`src/rtl/bistSeqPkg.sv`:
```
package bistSeqPkg;

  localparam int SIG_W = 32;
  localparam logic [SIG_W-1:0] SIG_POLY = 32'h04C1_1DB7;

  localparam logic [2:0] CFG_WIN_W   = 3'd0;
  localparam logic [2:0] CFG_WIN_H   = 3'd1;
  localparam logic [2:0] CFG_N_BURST = 3'd2;
  localparam logic [2:0] CFG_N_COL   = 3'd3;
  localparam logic [2:0] CFG_N_ROW   = 3'd4;
  localparam logic [2:0] CFG_SEED    = 3'd5;
  localparam logic [2:0] CFG_EXPECT  = 3'd6;

  typedef enum logic [3:0] {
    ST_IDLE, ST_IODIS, ST_ROWLOAD, ST_SEED, ST_BURST,
    ST_RECONF, ST_FOLD, ST_MOVE, ST_CHECK, ST_HOLD
  } seqState_t;

  typedef struct packed {
    logic clearSig;
    logic loadSeed;
    logic burst;
    logic reshift;
    logic fold;
    logic compare;
  } seqStrobe_t;

  function automatic logic [SIG_W-1:0] sigStep(input logic [SIG_W-1:0] v);
    return {v[SIG_W-2:0], 1'b0} ^ (v[SIG_W-1] ? SIG_POLY : '0);
  endfunction

endpackage

```
`src/rtl/bistSeqCtrl.sv`:
```
module bistSeqCtrl
  import bistSeqPkg::*;
#(
  parameter int COLS      = 8,
  parameter int ROWS      = 8,
  parameter int CNT_W     = 8,
  parameter int BURST_LEN = 6,
  parameter int SHIFT_LEN = 4,
  localparam int COL_W    = (COLS > 1) ? $clog2(COLS) : 1,
  localparam int ROW_W    = (ROWS > 1) ? $clog2(ROWS) : 1
) (
  input  logic             clk,
  input  logic             rstN,
  input  logic             cfgWe,
  input  logic [2:0]       cfgAddr,
  input  logic [CNT_W-1:0] cfgCount,
  input  logic             start,
  input  logic             sigAck,
  output seqStrobe_t       strobe,
  output logic             shiftEn,
  output logic             fastClkEn,
  output logic             busy,
  output logic             done,
  output logic [COL_W-1:0] winCol,
  output logic [ROW_W-1:0] winRow,
  output logic [CNT_W-1:0] winW,
  output logic [CNT_W-1:0] winH
);

  localparam int PH_MAX = (BURST_LEN > SHIFT_LEN) ? BURST_LEN : SHIFT_LEN;
  localparam int PH_W   = $clog2(PH_MAX + 1);

  seqState_t state;
  logic [PH_W-1:0]  phaseCnt;
  logic [CNT_W-1:0] reconfCnt, colCnt, rowCnt;
  logic [CNT_W-1:0] nBurstReg, nColReg, nRowReg;
  logic shiftLast, burstLast, reconfLast, colLast, rowLast;

  // configuration registers
  always_ff @(posedge clk or negedge rstN) begin
    if (!rstN) begin
      winW      <= CNT_W'(1);
      winH      <= CNT_W'(1);
      nBurstReg <= CNT_W'(1);
      nColReg   <= CNT_W'(1);
      nRowReg   <= CNT_W'(1);
    end else if (cfgWe) begin
      case (cfgAddr)
        CFG_WIN_W:   winW      <= cfgCount;
        CFG_WIN_H:   winH      <= cfgCount;
        CFG_N_BURST: nBurstReg <= cfgCount;
        CFG_N_COL:   nColReg   <= cfgCount;
        CFG_N_ROW:   nRowReg   <= cfgCount;
        default: ;
      endcase
    end
  end

  assign shiftLast  = (phaseCnt == PH_W'(SHIFT_LEN - 1));
  assign burstLast  = (phaseCnt == PH_W'(BURST_LEN - 1));
  // a zero count behaves like one
  assign reconfLast = ({1'b0, reconfCnt} + 1'b1) >= {1'b0, nBurstReg};
  assign colLast    = ({1'b0, colCnt} + 1'b1) >= {1'b0, nColReg};
  assign rowLast    = ({1'b0, rowCnt} + 1'b1) >= {1'b0, nRowReg};

  always_ff @(posedge clk or negedge rstN) begin
    if (!rstN) begin
      state     <= ST_IDLE;
      phaseCnt  <= '0;
      reconfCnt <= '0;
      colCnt    <= '0;
      rowCnt    <= '0;
      winCol    <= '0;
      winRow    <= '0;
      done      <= 1'b0;
    end else begin
      case (state)
        ST_IDLE: if (start) begin
          state  <= ST_IODIS;
          done   <= 1'b0;
          winCol <= '0;
          winRow <= '0;
        end
        ST_IODIS: begin
          state    <= ST_ROWLOAD;
          phaseCnt <= '0;
          colCnt   <= '0;
          rowCnt   <= '0;
        end
        ST_ROWLOAD: begin
          if (shiftLast) begin
            phaseCnt <= '0;
            state    <= ST_SEED;
          end else phaseCnt <= phaseCnt + 1'b1;
        end
        ST_SEED: begin
          if (shiftLast) begin
            phaseCnt  <= '0;
            reconfCnt <= '0;
            state     <= ST_BURST;
          end else phaseCnt <= phaseCnt + 1'b1;
        end
        ST_BURST: begin
          if (burstLast) begin
            phaseCnt <= '0;
            state    <= ST_RECONF;
          end else phaseCnt <= phaseCnt + 1'b1;
        end
        ST_RECONF: begin
          if (shiftLast) begin
            phaseCnt <= '0;
            if (reconfLast) state <= ST_FOLD;
            else begin
              reconfCnt <= reconfCnt + 1'b1;
              state     <= ST_BURST;
            end
          end else phaseCnt <= phaseCnt + 1'b1;
        end
        ST_FOLD: state <= ST_MOVE;
        ST_MOVE: begin
          reconfCnt <= '0;
          if (colLast) begin
            colCnt <= '0;
            winCol <= '0;
            if (rowLast) state <= ST_CHECK;
            else begin
              rowCnt <= rowCnt + 1'b1;
              winRow <= winRow + 1'b1;
              state  <= ST_ROWLOAD;
            end
          end else begin
            colCnt <= colCnt + 1'b1;
            winCol <= winCol + 1'b1;
            state  <= ST_BURST;
          end
        end
        ST_CHECK: begin
          done  <= 1'b1;
          state <= ST_HOLD;
        end
        ST_HOLD: if (sigAck) state <= ST_IDLE;
        default: state <= ST_IDLE;
      endcase
    end
  end

  always_comb begin
    strobe          = '0;
    strobe.clearSig = (state == ST_IODIS);
    strobe.loadSeed = (state == ST_SEED);
    strobe.burst    = (state == ST_BURST);
    strobe.reshift  = (state == ST_RECONF);
    strobe.fold     = (state == ST_FOLD);
    strobe.compare  = (state == ST_CHECK);
  end

  assign shiftEn   = (state == ST_ROWLOAD) || (state == ST_SEED) || (state == ST_RECONF);
  assign fastClkEn = (state == ST_BURST);
  assign busy      = (state != ST_IDLE);

endmodule

```
`src/rtl/bistSeqData.sv`:
```
module bistSeqData
  import bistSeqPkg::*;
#(
  parameter int COLS  = 8,
  parameter int ROWS  = 8,
  parameter int CNT_W = 8,
  localparam int COL_W = (COLS > 1) ? $clog2(COLS) : 1,
  localparam int ROW_W = (ROWS > 1) ? $clog2(ROWS) : 1
) (
  input  logic                   clk,
  input  logic                   rstN,
  input  logic                   cfgWe,
  input  logic [2:0]             cfgAddr,
  input  logic [SIG_W-1:0]       cfgData,
  input  seqStrobe_t             strobe,
  input  logic                   busy,
  input  logic [SIG_W-1:0]       tileResp,
  input  logic [COL_W-1:0]       winCol,
  input  logic [ROW_W-1:0]       winRow,
  input  logic [CNT_W-1:0]       winW,
  input  logic [CNT_W-1:0]       winH,
  output logic [SIG_W-1:0]       stimOut,
  output logic [SIG_W-1:0]       signature,
  output logic                   pass,
  output logic [2*COLS*ROWS-1:0] tilePower
);

  logic [SIG_W-1:0] seedReg, expReg, lfsr, misr, sigReg;

  always_ff @(posedge clk or negedge rstN) begin
    if (!rstN) begin
      seedReg <= '0;
      expReg  <= '0;
    end else if (cfgWe) begin
      if (cfgAddr == CFG_SEED)   seedReg <= cfgData;
      if (cfgAddr == CFG_EXPECT) expReg  <= cfgData;
    end
  end

  // stimulus generator and response compactor
  always_ff @(posedge clk or negedge rstN) begin
    if (!rstN) begin
      lfsr <= '0;
      misr <= '0;
    end else begin
      if (strobe.loadSeed) lfsr <= seedReg;
      else if (strobe.burst || strobe.reshift) lfsr <= sigStep(lfsr);

      if (strobe.loadSeed || strobe.fold) misr <= '0;
      else if (strobe.burst) misr <= sigStep(misr) ^ tileResp;
    end
  end

  // running signature and verdict
  always_ff @(posedge clk or negedge rstN) begin
    if (!rstN) begin
      sigReg <= '0;
      pass   <= 1'b0;
    end else begin
      if (strobe.clearSig) begin
        sigReg <= '0;
        pass   <= 1'b0;
      end else begin
        if (strobe.fold)    sigReg <= sigStep(sigReg ^ misr);
        if (strobe.compare) pass   <= (sigReg == expReg);
      end
    end
  end

  assign stimOut   = lfsr;
  assign signature = sigReg;

  // per-tile power state map
  for (genvar r = 0; r < ROWS; r++) begin : gRow
    logic rowIn;
    assign rowIn = (r >= int'(winRow)) && (r < int'(winRow) + int'(winH));
    for (genvar c = 0; c < COLS; c++) begin : gCol
      logic colIn;
      assign colIn = (c >= int'(winCol)) && (c < int'(winCol) + int'(winW));
      assign tilePower[2*(r*COLS+c) +: 2] =
        !busy ? 2'b10 : (rowIn ? (colIn ? 2'b10 : 2'b01) : 2'b00);
    end
  end

endmodule

```
`src/rtl/tileBistSeq.sv`:
```
module tileBistSeq
  import bistSeqPkg::*;
#(
  parameter int COLS      = 8,
  parameter int ROWS      = 8,
  parameter int CNT_W     = 8,
  parameter int BURST_LEN = 6,
  parameter int SHIFT_LEN = 4,
  localparam int COL_W    = (COLS > 1) ? $clog2(COLS) : 1,
  localparam int ROW_W    = (ROWS > 1) ? $clog2(ROWS) : 1
) (
  input  logic                   clk,
  input  logic                   rstN,
  input  logic                   cfgWe,
  input  logic [2:0]             cfgAddr,
  input  logic [31:0]            cfgData,
  input  logic                   start,
  input  logic                   sigAck,
  input  logic [31:0]            tileResp,
  output logic                   ioDisable,
  output logic                   shiftEn,
  output logic                   fastClkEn,
  output logic [31:0]            stimOut,
  output logic [COL_W-1:0]       winCol,
  output logic [ROW_W-1:0]       winRow,
  output logic [2*COLS*ROWS-1:0] tilePower,
  output logic                   busy,
  output logic                   done,
  output logic                   pass,
  output logic [31:0]            signature
);

  seqStrobe_t       strobe;
  logic [CNT_W-1:0] winW, winH;

  bistSeqCtrl #(
    .COLS(COLS), .ROWS(ROWS), .CNT_W(CNT_W),
    .BURST_LEN(BURST_LEN), .SHIFT_LEN(SHIFT_LEN)
  ) ctrlI (
    .clk(clk), .rstN(rstN), .cfgWe(cfgWe), .cfgAddr(cfgAddr),
    .cfgCount(cfgData[CNT_W-1:0]), .start(start), .sigAck(sigAck),
    .strobe(strobe), .shiftEn(shiftEn), .fastClkEn(fastClkEn),
    .busy(busy), .done(done), .winCol(winCol), .winRow(winRow),
    .winW(winW), .winH(winH)
  );

  bistSeqData #(.COLS(COLS), .ROWS(ROWS), .CNT_W(CNT_W)) dataI (
    .clk(clk), .rstN(rstN), .cfgWe(cfgWe), .cfgAddr(cfgAddr),
    .cfgData(cfgData), .strobe(strobe), .busy(busy), .tileResp(tileResp),
    .winCol(winCol), .winRow(winRow), .winW(winW), .winH(winH),
    .stimOut(stimOut), .signature(signature), .pass(pass),
    .tilePower(tilePower)
  );

  assign ioDisable = busy;

endmodule

```
`config.mk`:
```
export PLATFORM = sky130hd
export DESIGN_NAME = tileBistSeq
export DESIGN_NICKNAME = d
export VERILOG_FILES = /design/src/rtl/bistSeqPkg.sv /design/src/rtl/bistSeqCtrl.sv /design/src/rtl/bistSeqData.sv /design/src/rtl/tileBistSeq.sv
export SDC_FILE = /design/constraint.sdc
export NUM_CORES = 1
export LEC_CHECK = 0
export CAP_MARGIN = 5
export CORE_AREA = 2 2 170 172
export CTS_BUF_LIST = sky130_fd_sc_hd__clkbuf_8
export DETAILED_ROUTE_END_ITERATION = 16
export DIE_AREA = 0 0 172 174
export GPL_TIMING_DRIVEN = 0
export PLACE_DENSITY = 0.76
export SKIP_CTS_REPAIR_TIMING = 1
export SYNTH_ARGS = -nofsm -noshare
export SYNTH_HDL_FRONTEND = slang
export SYNTH_HIERARCHICAL = 1
export SYNTH_SLANG_ARGS = --single-unit
```
`constraint.sdc`:
```
create_clock -name clk -period 2.7 [get_ports clk]
set_input_delay 0.54 -clock clk [delete_from_list [all_inputs] [get_ports clk]]
set_output_delay 0.54 -clock clk [all_outputs]
set_load 0.005 [all_outputs]
```
==> impl_metrics.ini <==
[cts]
cts_buffers = 41
cts_tree = built
ctsHtreeMaxLevel = 2
cts-root-buf = clkbuf_8
clock_latency_ns = 0.57
clkTransAtPathRegs_ns = 0.08
cts.sinks = 239
cts.path.max_buffers = 3

[job]
maxCapViolCount = 0

[setup_path]
path_delay_family = adder cells
cpMaxStageDelayCell = fa_2
cp_cell_sequence = ha_4 > fa_2 > buf_4 > buf_4 > nand3_2 > a32o_2 > buf_6 > buf_12 > a21oi_2 > buf_2
crit_buf_inv = 5
critPathLaunchType = register
crit_type = reg2out
critical-path-max-stage-delay_ns = 0.60
cp_max_fo = 5
critPathMostFrequentCell = buf_4
critPathRequiredTime_ns = 2.16
crit_arrival_ns = 3.24
worstSetupEndpointType = primary output

[global_route]
grt_pass1_vias = 11000
grt.overflow.total = 0
grt_usage_pct = 25.2
grt_pass1_wl_mm = 59.7
antenna_found_initial = 2
grt_max_degree = 99

[power]
peakVddDrop_mv = 0.455
p_per_area_nw_per_um2 = 935
total_leakage_power_nw = 8.59

[logic_synthesis]
synthSimpleGateAreaFrac_pct = 12.3
yosys_most_used_dff = dfrtp_1
async_flop_share_pct = 100
synth_xor_xnor_area_share_pct = 10.1
syn-cell-area_sq_um = 13300
synth_top_family_by_area = compound AO/OA/AOI/OAI gates
synth_cell_type_count = 82
synth_area_leaders = dfrtp_1 (44%), xnor2_1 (7.9%), mux2_2 (7.6%), o21ai_0 (4.8%), nor2_1 (4.2%)
muxShareOfSynthArea_pct = 10.9
synth.most_common_cell = dfrtp_1
ys_seq_elements = 239
synth_fa_ha_area_share_pct = 3.97
syn_inst = 1313
synth_top_area_share_pct = 44.0
synthTopCellsByCount = dfrtp_1 (234), nor2_1 (148), o21ai_0 (127)
synth-compound-area-share_pct = 14.0
synth_edf_count = 0
synth_area_leader_cell = dfrtp_1
synth_nets = 1426
synth_warnings = 6
ys_seq_area_share_pct = 45.0
syn_avg_cell_area_sq_um = 10.1

[timing]
max_freq_ghz = 0.264
fin_worst_skew_ns = 0.0503
hold_viol = 0
layout_min_cycle_time_ns = 3.78
rsz0062_at_grt = yes
slew_headroom_pct = 30.1
tightestPinTransition_ns = 1.04
setup_ws_ns = -1.08
setup_viol = 151
fin_crit_sh_pct = 140
drv_slew = 0

[place]
dp_hpwl_mm = 28.2
portBuffers = 275
post_dp_cell_area_sq_um = 16600
dp_cells = 1974
gp_congestion = 0.894

[floorplanning]
rows = 62
pin_count = 276
core_sq_um = 28200
die_width_um = 172
die_area_sq_um = 29900
initial_utilization_pct = 47.1
die_y_um = 174

[cells_and_area]
syn2layout_area_growth_pct = 44.9
nets = 1889
final_layout_size_suffix_gt1_share_pct = 35.0
final_cells = 2189
design_area_sq_um = 19300
fin_util_pct = 68.2

[run_status]
status = complete, but fails checks
violations = setup timing

[routing]
routed-via-count = 12600
drc = 0
final_antenna_net_count = 0
firstDrtPassIters = 6
wl_per_cell_um = 21.1
wl_met2_mm = 21.4
met3_length_mm = 4.02
viasPerCell = 5.77
drt_iter0_drc = 1219
wl_met1_mm = 18.5
wirelength_mm = 46.2
highest_layer = met4

[min_path]
hold_path_class = in2async
-- metrics by stage --
stage          setup slack (ns)  hold WS, ns  power (mW)  setup TNS, ns
5_1_grt                   -1.15        0.527        18.9        -111.08
6_report                  -1.08        0.497        18.0        -102.31
2_1_floorplan            0.0204        0.244        9.69              0
3_3_place_gp              -9.70        0.467        12.8       -2171.31
3_5_place_dp             -0.862        0.484        13.0         -78.02
4_1_cts                   -1.49      -0.0840        16.4        -156.81
-- sequential cells by signal, summed over array words and instances, names as in the netlist --
register,count
ctrlI/nBurstReg,8
ctrlI/winH,8
ctrlI/winW,8
ctrlI/rowCnt,8
ctrlI/reconfCnt,8
ctrlI/nColReg,8
ctrlI/nRowReg,8
dataI/expReg,32
dataI/seedReg,32
ctrlI/state,4
ctrlI/phaseCnt,3
dataI/signature,32
ctrlI/winCol,3
ctrlI/done,1
ctrlI/winRow,3
dataI/misr,32
ctrlI/colCnt,8
dataI/stimOut,32
dataI/pass,1
-- logic make-up after synthesis --
family	after synthesis
simple gates	357
compound gates	280
flops	239
xor+xnor	153
mux	132
buf+inv	111
fa+ha+maj	41
-- metal layers --
layer  GRT usage (%)  vias up
met1            35.9     6179
met2            39.4      739
met5               0        -
li1                -     5492
met4            7.21        0
met3            4.69      223
-- power by group --
part / switching [mW] / internal (mW)
registers: 1.04 / 4.52
logic: 4.64 / 4.38
clock network: 1.55 / 1.89
-- final cells by class --
class,instances,area (sq um)
tap,384,480
multi-input combinational,963,7680
fill,2009,8970
timing repair buffer,420,3690
inverter,36,135
antenna,2,5.00
clock buffer,47,647
buffer,75,427
sequential,239,6000
clock inverter,23,198
-- worst paths after layout --
kind / slack, ns / to / start / cells past startpoint
setup / recovery: -1.08 / tilePower[101] / ctrlI/winRow[0]$_DFFE_PN0P_ / 10
hold / removal: 0.50 / ctrlI/winW[1]$_DFFE_PN0P_ / rstN / 2
setup reg to reg: -0.28 / ctrlI/winRow[0]$_DFFE_PN0P_ / ctrlI/colCnt[0]$_DFFE_PN0N_ / 14
hold reg to reg: 0.50 / dataI/pass$_DFFE_PN0P_ / dataI/pass$_DFFE_PN0P_ / 2
max in group asynchronous: 0.93 / dataI/misr[10]$_DFFE_PN0P_ / rstN / 4
min in group clk: 0.50 / dataI/pass$_DFFE_PN0P_ / dataI/pass$_DFFE_PN0P_ / 2
-- layout by cell type (no fill, tap or decap), types with 5 or more instances in the layout --
master,n
a211oi_1,53
a21o_1,14
a21oi_1,20
a21oi_2,13
and2_1,5
buf_12,5
buf_2,87
buf_4,82
buf_6,65
clkbuf_1,42
clkbuf_2,39
clkbuf_8,47
clkdlybuf4s50_1,146
dfrtp_1,224
dfrtp_2,10
dfstp_2,5
dlymetal6s2s_1,15
ha_1,33
ha_4,5
inv_1,48
mux2_2,90
mux2i_1,38
nand2_1,86
nand2_2,6
nand2b_1,6
nand3_1,21
nand4_1,6
nor2_1,112
nor2_2,22
nor2_4,15
nor2b_1,5
nor3_1,11
nor3_2,9
o21ai_0,78
o21ai_1,17
o21ai_2,30
o21ai_4,5
or2_4,5
xnor2_1,118
xor2_1,28
Note: power is estimated with default switching activity, not from simulation.
